[src/rtl/spi_regport_pkg.sv]
`timescale 1ns/1ps
package spi_regport_pkg;
   localparam int HDR_BITS  = 16;
   localparam int BYTE_BITS = 8;
   localparam logic [1:0] CNT_STREAM = 2'b11;

   typedef enum logic [1:0] {
      PH_HDR  = 2'd0,
      PH_DATA = 2'd1,
      PH_DONE = 2'd2
   } phase_t;
endpackage

[src/rtl/spi_regport_sync.sv]
`timescale 1ns/1ps
// Oversampling synchronizer for the three serial inputs, with SCLK edge detect.
module spi_regport_sync #(
   parameter int STAGES = 2
) (
   input  logic clk,
   input  logic rst_n,
   input  logic cs_n_i,
   input  logic sclk_i,
   input  logic sdi_i,
   output logic cs_n_o,
   output logic sclk_rise_o,
   output logic sclk_fall_o,
   output logic sdi_o
);
   // each stage holds {sdi, sclk, cs_n}
   logic [STAGES-1:0][2:0] pipe;
   logic                   sclk_prev;

   generate
      if (STAGES < 2) begin : g_bad_stages
         $error("spi_regport_sync: STAGES must be at least 2");
      end
   endgenerate

   always_ff @(posedge clk or negedge rst_n) begin
      if (!rst_n) begin
         for (int k = 0; k < STAGES; k++) pipe[k] <= 3'b001;
         sclk_prev <= 1'b0;
      end else begin
         pipe      <= {pipe[STAGES-2:0], {sdi_i, sclk_i, cs_n_i}};
         sclk_prev <= pipe[STAGES-1][1];
      end
   end

   assign cs_n_o      = pipe[STAGES-1][0];
   assign sdi_o       = pipe[STAGES-1][2];
   assign sclk_rise_o =  pipe[STAGES-1][1] & ~sclk_prev;
   assign sclk_fall_o = ~pipe[STAGES-1][1] &  sclk_prev;
endmodule

[src/rtl/spi_regport_cfg.sv]
`timescale 1ns/1ps
// Port configuration byte: decoded from either mirrored half.
module spi_regport_cfg (
   input  logic       clk,
   input  logic       rst_n,
   input  logic       we,
   input  logic [3:0] wbits,     // {bit7, bit6, bit1, bit0} of the written byte
   output logic       lsb_first,
   output logic       four_wire,
   output logic [7:0] rd_byte
);
   always_ff @(posedge clk or negedge rst_n) begin
      if (!rst_n) begin
         lsb_first <= 1'b0;
         four_wire <= 1'b0;
      end else if (we) begin
         lsb_first <= wbits[3] | wbits[0];
         four_wire <= wbits[2] | wbits[1];
      end
   end

   assign rd_byte = {lsb_first, four_wire, 4'b0000, four_wire, lsb_first};
endmodule

[src/rtl/spi_regport_tx.sv]
`timescale 1ns/1ps
// Read-data serializer: loaded per byte, one bit launched per falling SCLK.
module spi_regport_tx #(
   parameter int W = 8
) (
   input  logic         clk,
   input  logic         rst_n,
   input  logic         load,
   input  logic [W-1:0] din,
   input  logic         shift,
   input  logic         lsb_first,
   output logic         bit_o
);
   logic [W-1:0] sh;

   always_ff @(posedge clk or negedge rst_n) begin
      if (!rst_n) begin
         sh    <= '0;
         bit_o <= 1'b0;
      end else if (load) begin
         sh <= din;
      end else if (shift) begin
         if (lsb_first) begin
            bit_o <= sh[0];
            sh    <= {1'b0, sh[W-1:1]};
         end else begin
            bit_o <= sh[W-1];
            sh    <= {sh[W-2:0], 1'b0};
         end
      end
   end
endmodule

[src/rtl/spi_regport.sv]
`timescale 1ns/1ps
module spi_regport
   import spi_regport_pkg::*;
#(
   parameter int ADDR_W      = 13,
   parameter int SYNC_STAGES = 2
) (
   input  logic              clk,
   input  logic              rst_n,
   input  logic              cs_n,
   input  logic              sclk,
   input  logic              sdio_i,
   output logic              sdio_o,
   output logic              sdio_oe,
   output logic              sdo,
   output logic [ADDR_W-1:0] reg_addr,
   output logic              reg_wr,
   output logic [7:0]        reg_wdata,
   output logic              reg_rd,
   input  logic [7:0]        reg_rdata
);
   localparam int CNT_W = $clog2(HDR_BITS);

   generate
      if (ADDR_W < 1 || ADDR_W > 13) begin : g_bad_addr_w
         $error("spi_regport: ADDR_W must lie in 1..13");
      end
   endgenerate

   // synchronized pins
   logic csn_s, sclk_rise, sclk_fall, sdi_s;

   spi_regport_sync #(.STAGES(SYNC_STAGES)) u_sync (
      .clk         (clk),
      .rst_n       (rst_n),
      .cs_n_i      (cs_n),
      .sclk_i      (sclk),
      .sdi_i       (sdio_i),
      .cs_n_o      (csn_s),
      .sclk_rise_o (sclk_rise),
      .sclk_fall_o (sclk_fall),
      .sdi_o       (sdi_s)
   );

   // configuration byte
   logic       cfg_we;
   logic [3:0] cfg_wbits;
   logic       lsb_first, four_wire;
   logic [7:0] cfg_byte;

   spi_regport_cfg u_cfg (
      .clk       (clk),
      .rst_n     (rst_n),
      .we        (cfg_we),
      .wbits     (cfg_wbits),
      .lsb_first (lsb_first),
      .four_wire (four_wire),
      .rd_byte   (cfg_byte)
   );

   // transfer state
   phase_t             phase;
   logic [CNT_W-1:0]   cnt;
   logic [HDR_BITS-1:0] sr;
   logic               is_rd, stream;
   logic [1:0]         left;
   logic [ADDR_W-1:0]  cur_addr, acc_addr;
   logic               wr_p, rd_pend, rd_int;
   logic [7:0]         wdata_q;

   logic [HDR_BITS-1:0] sr_nxt;
   logic [7:0]          byte_nxt;
   logic [ADDR_W-1:0]   hdr_addr, step_addr;
   logic                stall_ok, launch, out_bit;

   always_comb begin
      sr_nxt    = lsb_first ? {sdi_s, sr[HDR_BITS-1:1]} : {sr[HDR_BITS-2:0], sdi_s};
      byte_nxt  = lsb_first ? sr_nxt[HDR_BITS-1:HDR_BITS-BYTE_BITS] : sr_nxt[BYTE_BITS-1:0];
      hdr_addr  = sr_nxt[ADDR_W-1:0];
      step_addr = lsb_first ? cur_addr + ADDR_W'(1) : cur_addr - ADDR_W'(1);
      stall_ok  = (phase == PH_DATA) && (cnt == '0) && !stream;
   end

   always_ff @(posedge clk or negedge rst_n) begin
      if (!rst_n) begin
         phase     <= PH_HDR;
         cnt       <= '0;
         sr        <= '0;
         is_rd     <= 1'b0;
         stream    <= 1'b0;
         left      <= 2'd0;
         cur_addr  <= '0;
         acc_addr  <= '0;
         wr_p      <= 1'b0;
         rd_pend   <= 1'b0;
         rd_int    <= 1'b0;
         wdata_q   <= '0;
         cfg_we    <= 1'b0;
         cfg_wbits <= '0;
      end else begin
         wr_p    <= 1'b0;
         rd_pend <= 1'b0;
         cfg_we  <= 1'b0;
         if (csn_s) begin
            // a counted transfer paused at a byte boundary keeps its state
            if (!stall_ok) begin
               phase <= PH_HDR;
               cnt   <= '0;
            end
         end else if (sclk_rise) begin
            unique case (phase)
               PH_HDR: begin
                  sr <= sr_nxt;
                  if (cnt == CNT_W'(HDR_BITS-1)) begin
                     phase    <= PH_DATA;
                     cnt      <= '0;
                     is_rd    <= sr_nxt[15];
                     stream   <= (sr_nxt[14:13] == CNT_STREAM);
                     left     <= sr_nxt[14:13];
                     cur_addr <= hdr_addr;
                     if (sr_nxt[15]) begin
                        rd_pend  <= 1'b1;
                        rd_int   <= (hdr_addr == '0);
                        acc_addr <= hdr_addr;
                     end
                  end else begin
                     cnt <= cnt + 1'b1;
                  end
               end
               PH_DATA: begin
                  sr <= sr_nxt;
                  if (cnt == CNT_W'(BYTE_BITS-1)) begin
                     cnt      <= '0;
                     cur_addr <= step_addr;
                     if (!is_rd) begin
                        acc_addr <= cur_addr;
                        if (cur_addr == '0) begin
                           cfg_we    <= 1'b1;
                           cfg_wbits <= {byte_nxt[7], byte_nxt[6], byte_nxt[1], byte_nxt[0]};
                        end else begin
                           wr_p    <= 1'b1;
                           wdata_q <= byte_nxt;
                        end
                     end
                     if (!stream && left == 2'd0) begin
                        phase <= PH_DONE;
                     end else begin
                        if (!stream) left <= left - 2'd1;
                        if (is_rd) begin
                           rd_pend  <= 1'b1;
                           rd_int   <= (step_addr == '0);
                           acc_addr <= step_addr;
                        end
                     end
                  end else begin
                     cnt <= cnt + 1'b1;
                  end
               end
               default: ;
            endcase
         end
      end
   end

   assign launch = sclk_fall & ~csn_s & (phase == PH_DATA) & is_rd;

   spi_regport_tx #(.W(BYTE_BITS)) u_tx (
      .clk       (clk),
      .rst_n     (rst_n),
      .load      (rd_pend),
      .din       (rd_int ? cfg_byte : reg_rdata),
      .shift     (launch),
      .lsb_first (lsb_first),
      .bit_o     (out_bit)
   );

   assign reg_addr  = acc_addr;
   assign reg_wr    = wr_p;
   assign reg_wdata = wdata_q;
   assign reg_rd    = rd_pend & ~rd_int;
   assign sdio_oe   = ~csn_s & (phase == PH_DATA) & is_rd & ~four_wire;
   assign sdio_o    = out_bit & ~four_wire;
   assign sdo       = out_bit &  four_wire;
endmodule

[config.mk]
export PLATFORM = sky130hd
export DESIGN_NAME = spi_regport
export DESIGN_NICKNAME = d
export VERILOG_FILES = /design/src/rtl/spi_regport_pkg.sv /design/src/rtl/spi_regport_sync.sv /design/src/rtl/spi_regport_cfg.sv /design/src/rtl/spi_regport_tx.sv /design/src/rtl/spi_regport.sv
export SDC_FILE = /design/constraint.sdc
export NUM_CORES = 1
export LEC_CHECK = 0
export CAP_MARGIN = 25
export CELL_PAD_IN_SITES_DETAIL_PLACEMENT = 1
export CELL_PAD_IN_SITES_GLOBAL_PLACEMENT = 1
export CORE_UTILIZATION = 40
export DETAILED_ROUTE_END_ITERATION = 10
export DONT_BUFFER_PORTS = 1
export PLACE_DENSITY_LB_ADDON = 0.1
export SYNTH_ARGS = -nofsm -noshare
export SYNTH_HDL_FRONTEND = slang
export SYNTH_HIERARCHICAL = 1
export SYNTH_SLANG_ARGS = --single-unit
[constraint.sdc]
create_clock -name clk -period 4.7 [get_ports clk]
set_clock_uncertainty 0.2 [all_clocks]
set_input_delay 0.94 -clock clk [delete_from_list [all_inputs] [get_ports clk]]
set_output_delay 0.94 -clock clk [all_outputs]
set_load 0.01 [all_outputs]
==> metrics.md <==
| Metric | Value |
|---|---|
| Slew of the pin with the lowest slew margin | `0.7066 ns` |
| Crit path capture | `rd_int` |
| Sw Pwr | `around 0.00047 W` |
| IO Count | `39` |
| Pwr Density | `311.8 nW/um2` |
| Synth Area in XOR/XNOR | `0.02277` |
| Die Area | `approximately 13000 um2` |
| Fin cells | `between 700 and 800` |
| Number of cells produced by synthesis | `approximately 560` |
| Core area | `12110 um2` |
| Worst-path maximum fanout | `16` |
| Area growth syn-to-layout | `7.806%` |
| Main combinational cell family by area after synthesis | `simple AND/OR/NAND/NOR gates` |
| Mapped Avg Cell Area | `8.946 um2` |
| R2R setup slack | `around 1.3 ns` |
| FF+latch area | `~2200 um2` |
| Final hold violation count | `0` |
| Dpl cells | `699` |
| Sequential fraction of the synthesis area | `0.4308` |
| H-tree Lvls | `3` |
| Share of cells above drive strength 1 | `0.1058` |
| GRT Residual Overflow | `0` |
| Antenna Cells | `0` |
| CTS tree | `yes` |
| Post-synthesis adder-cell area fraction | `0.04153` |
| Initial DRC count | `between 200 and 300` |
| Post-cts sizing count | `0` |
| Crit end category | `register` |
| Detail Route Antenna Nets | `0` |
| Post-Syn Area | `~5000 um2` |
| DRC | `0` |
| VDD IR max | `~0.18 mV` |
| R2r startpoint | `u_cfg/lsb_first` |
| Tcrit/Tclk final | `0.7160` |
| Setup violators final | `0` |
| Rel. slew slack | `0.5264` |
| Maxcap violations | `0` |
| Die Y-Extent | `113.8 um` |
| Synth Area in Compound Gates | `0.1866` |
| Port Buffers | `0` |
| CP Data Required Time | `roughly 4.8 ns` |
| Simple-gate share of the synthesized area | `0.1871` |
| WS Path Type | `register to register` |
| Via/cell ratio | `between 5 and 6` |
| DP HPWL | `between 9000 and 10000 um` |
| Post-CTS Setup Bufs | `0` |
| Logic gate share of total power | `0.096` |
| LEAKAGE | `around 2.2 nW` |
| Top_reg_cell synth | `dfrtp_1` |
| Reg power frac | `0.495` |
| Reg2Reg Depth | `9` |
| Critical Path Source Type | `register` |
| Maximum clock path buffer count | `2` |
| Later-pin clock latency in the skew report | `between 0.3 and 0.4 ns` |
| Yosys warns | `6` |
| RSZ-0062 raised after global routing | `false` |
| Post-synthesis mux area share | `0.08131` |
| Vias in the first global route | `roughly 4200` |
| Initial antenna violation count | `0` |
| Starting Density | `0.4129` |
| Clk sinks | `86` |
| Post-synth EDFFs | `0` |
| CTS Hold Bufs | `0` |
| Wirelength per Cell | `between 15 and 20 um` |
| Power share of the clock group | `0.409` |
| Distinct cells, synth | `between 60 and 70` |
| GP Congestion | `around 0.85` |
| Clock slew at reported path FFs | `0.07 ns` |
| Worst Hold Class | `primary input to async pin` |
| Net Sw Frac | `0.2777` |
| Final period demand of the worst path | `around 3.4 ns` |
| Fmax | `0.2972 GHz` |
| Setup TNS Final | `0 ns` |
| Fillcell total | `about 1400` |
| Final wirelength | `14030 um` |
| Reg-to-Reg End | `rd_int` |
| Synth async-reset ratio | `1.000` |
| Synthesis-stage register bit count | `86` |
| First-pass GRT wire length | `about 23000 um` |
| Outcome | `complete, no violations` |
| CTS root buf | `clkbuf_16` |
| First-pass DRT Iterations | `4` |
| Total CTS buffers | `9` |
| CP arrival | `approximately 3.4 ns` |
| Footprint of the multi-input gates | `between 2000 and 3000 um2` |
| Die Width | `~110 um` |
| P_int | `between 0.001 and 0.0015 W` |
| Final nets | `approximately 570` |
| Total vias in the final route | `4040` |
| GR Util All Layers | `0.2323` |
| Critical Path Start | `u_cfg/lsb_first` |
| Num rows | `40` |
| Final Max Tran Viols | `0` |
| Largest net degree at the start of global routing | `between 80 and 90` |
==> metrics by stage <==
stage	cell area, um2	hold slack, ns	utilization	setup slack (ns)	total power, W
after floorplan	5012	0.1312	-	1.680	0.0009433
after global routing	5391	0.05711	0.4451	1.182	0.001748
after detailed placement	5100	0.1358	0.4211	1.327	0.001007
after CTS	5376	0.06562	0.4439	1.315	0.001699
final	5391	0.07450	0.4451	1.335	0.001681
after global placement	5100	0.1395	0.4211	1.482	0.001003
==> layout make-up <==
class	instances	area share
well taps	168	0.03899
flip-flops and latches	86	0.3999
multi-input cells	422	0.4855
clock inverters	5	0.006266
repair buffers	9	0.01392
inverters	15	0.01044
clock buffers	11	0.04502
==> worst min path at each step <==
stage | from | endpoint | slack, ns
2_1_floorplan | u_sync/pipe[1] | u_sync/pipe[4] | 0.13
3_3_place_gp | u_sync/pipe[2] | u_sync/sdi_o | 0.14
3_5_place_dp | u_sync/pipe[2] | u_sync/sdi_o | 0.14
4_1_cts | rst_n | u_tx/sh[4] | 0.07
5_1_grt | rst_n | u_tx/sh[4] | 0.06
6_report | rst_n | u_tx/sh[4] | 0.07
==> placed cells by master, fill, tap and decap left out, types with 4 or more instances in the layout <==
cell	count
dfrtp_1	83
nor2_1	63
nand2_1	62
a21oi_1	49
o21ai_0	49
mux2i_1	20
mux2_2	17
inv_1	15
a31oi_1	15
ha_1	15
nor2b_1	14
o211ai_1	11
nand3_1	9
clkbuf_16	9
buf_4	8
nor3_1	7
xor2_1	7
nor4_1	6
xnor2_1	6
or3b_1	6
a21o_1	5
nand2b_1	4
nand4_1	4
conb_1	4
==> power groups by stage <==
stage | registers, W | logic (W) | clock network [W]
global placement | 0.000843 | 0.000160 | 0
finish | 0.000833 | 0.000162 | 0.000687
CTS | 0.000831 | 0.000165 | 0.000704
detailed placement | 0.000844 | 0.000162 | 0
floorplan | 0.000823 | 0.000121 | 0
global route | 0.000839 | 0.000181 | 0.000728
==> logic make-up after synthesis <==
group | count (synthesis)
AND/OR/NAND/NOR | 196
multiplexers | 38
adder cells (fa/ha/maj) | 16
XOR/XNOR | 13
AO/OA/AOI/OAI | 155
flip-flops | 86
buffers and inverters | 54
other | 1
==> sequential cells by signal, indices dropped and copies added (netlist names), 2 cells and up <==
name / count
cfg_wbits: 4
cnt: 4
cur_addr: 13
left: 2
phase: 2
reg_addr: 13
reg_wdata: 8
sr: 16
u_sync/pipe: 4
u_tx/sh: 8
==> cell usage after synthesis (all sizes together), types with 5 or more instances <==
cell / count / area (um2)
dfrtp: 84 / 2102
nor2: 64 / 242.7
nand2: 62 / 232.7
o21ai: 51 / 255.3
a21oi: 49 / 245.2
clkbuf: 21 / 78.83
mux2i: 20 / 200.2
buf: 18 / 110.1
mux2: 18 / 206.4
a31oi: 15 / 93.84
ha: 15 / 187.7
inv: 15 / 56.30
nor2b: 14 / 87.58
o211ai: 11 / 82.58
nor3: 10 / 60.06
nand3: 9 / 45.04
xor2: 7 / 61.31
nor4: 6 / 37.54
or3b: 6 / 52.55
xnor2: 6 / 52.55
a21o: 5 / 37.54
nand2b: 5 / 33.78
==> metal layers <==
layer	GRT usage	up-vias	wire length, um
met2	0.3703	71	6649
met4	0.05974	0	144
met5	0	-	0
li1	-	1927	-
met1	0.3119	2030	6678
met3	0.06376	12	556
==> critical path: stages, from the launching register on <==
cell	delay [ns]
dfrtp_2	0.41
inv_1	0.45
ha_1	0.39
a21o_1	0.23
a31o_1	0.22
a31oi_1	0.32
xnor2_1	0.22
nand3_1	0.11
or4b_1	0.53
o41ai_2	0.20
Note: power is estimated with default switching activity, not from simulation.
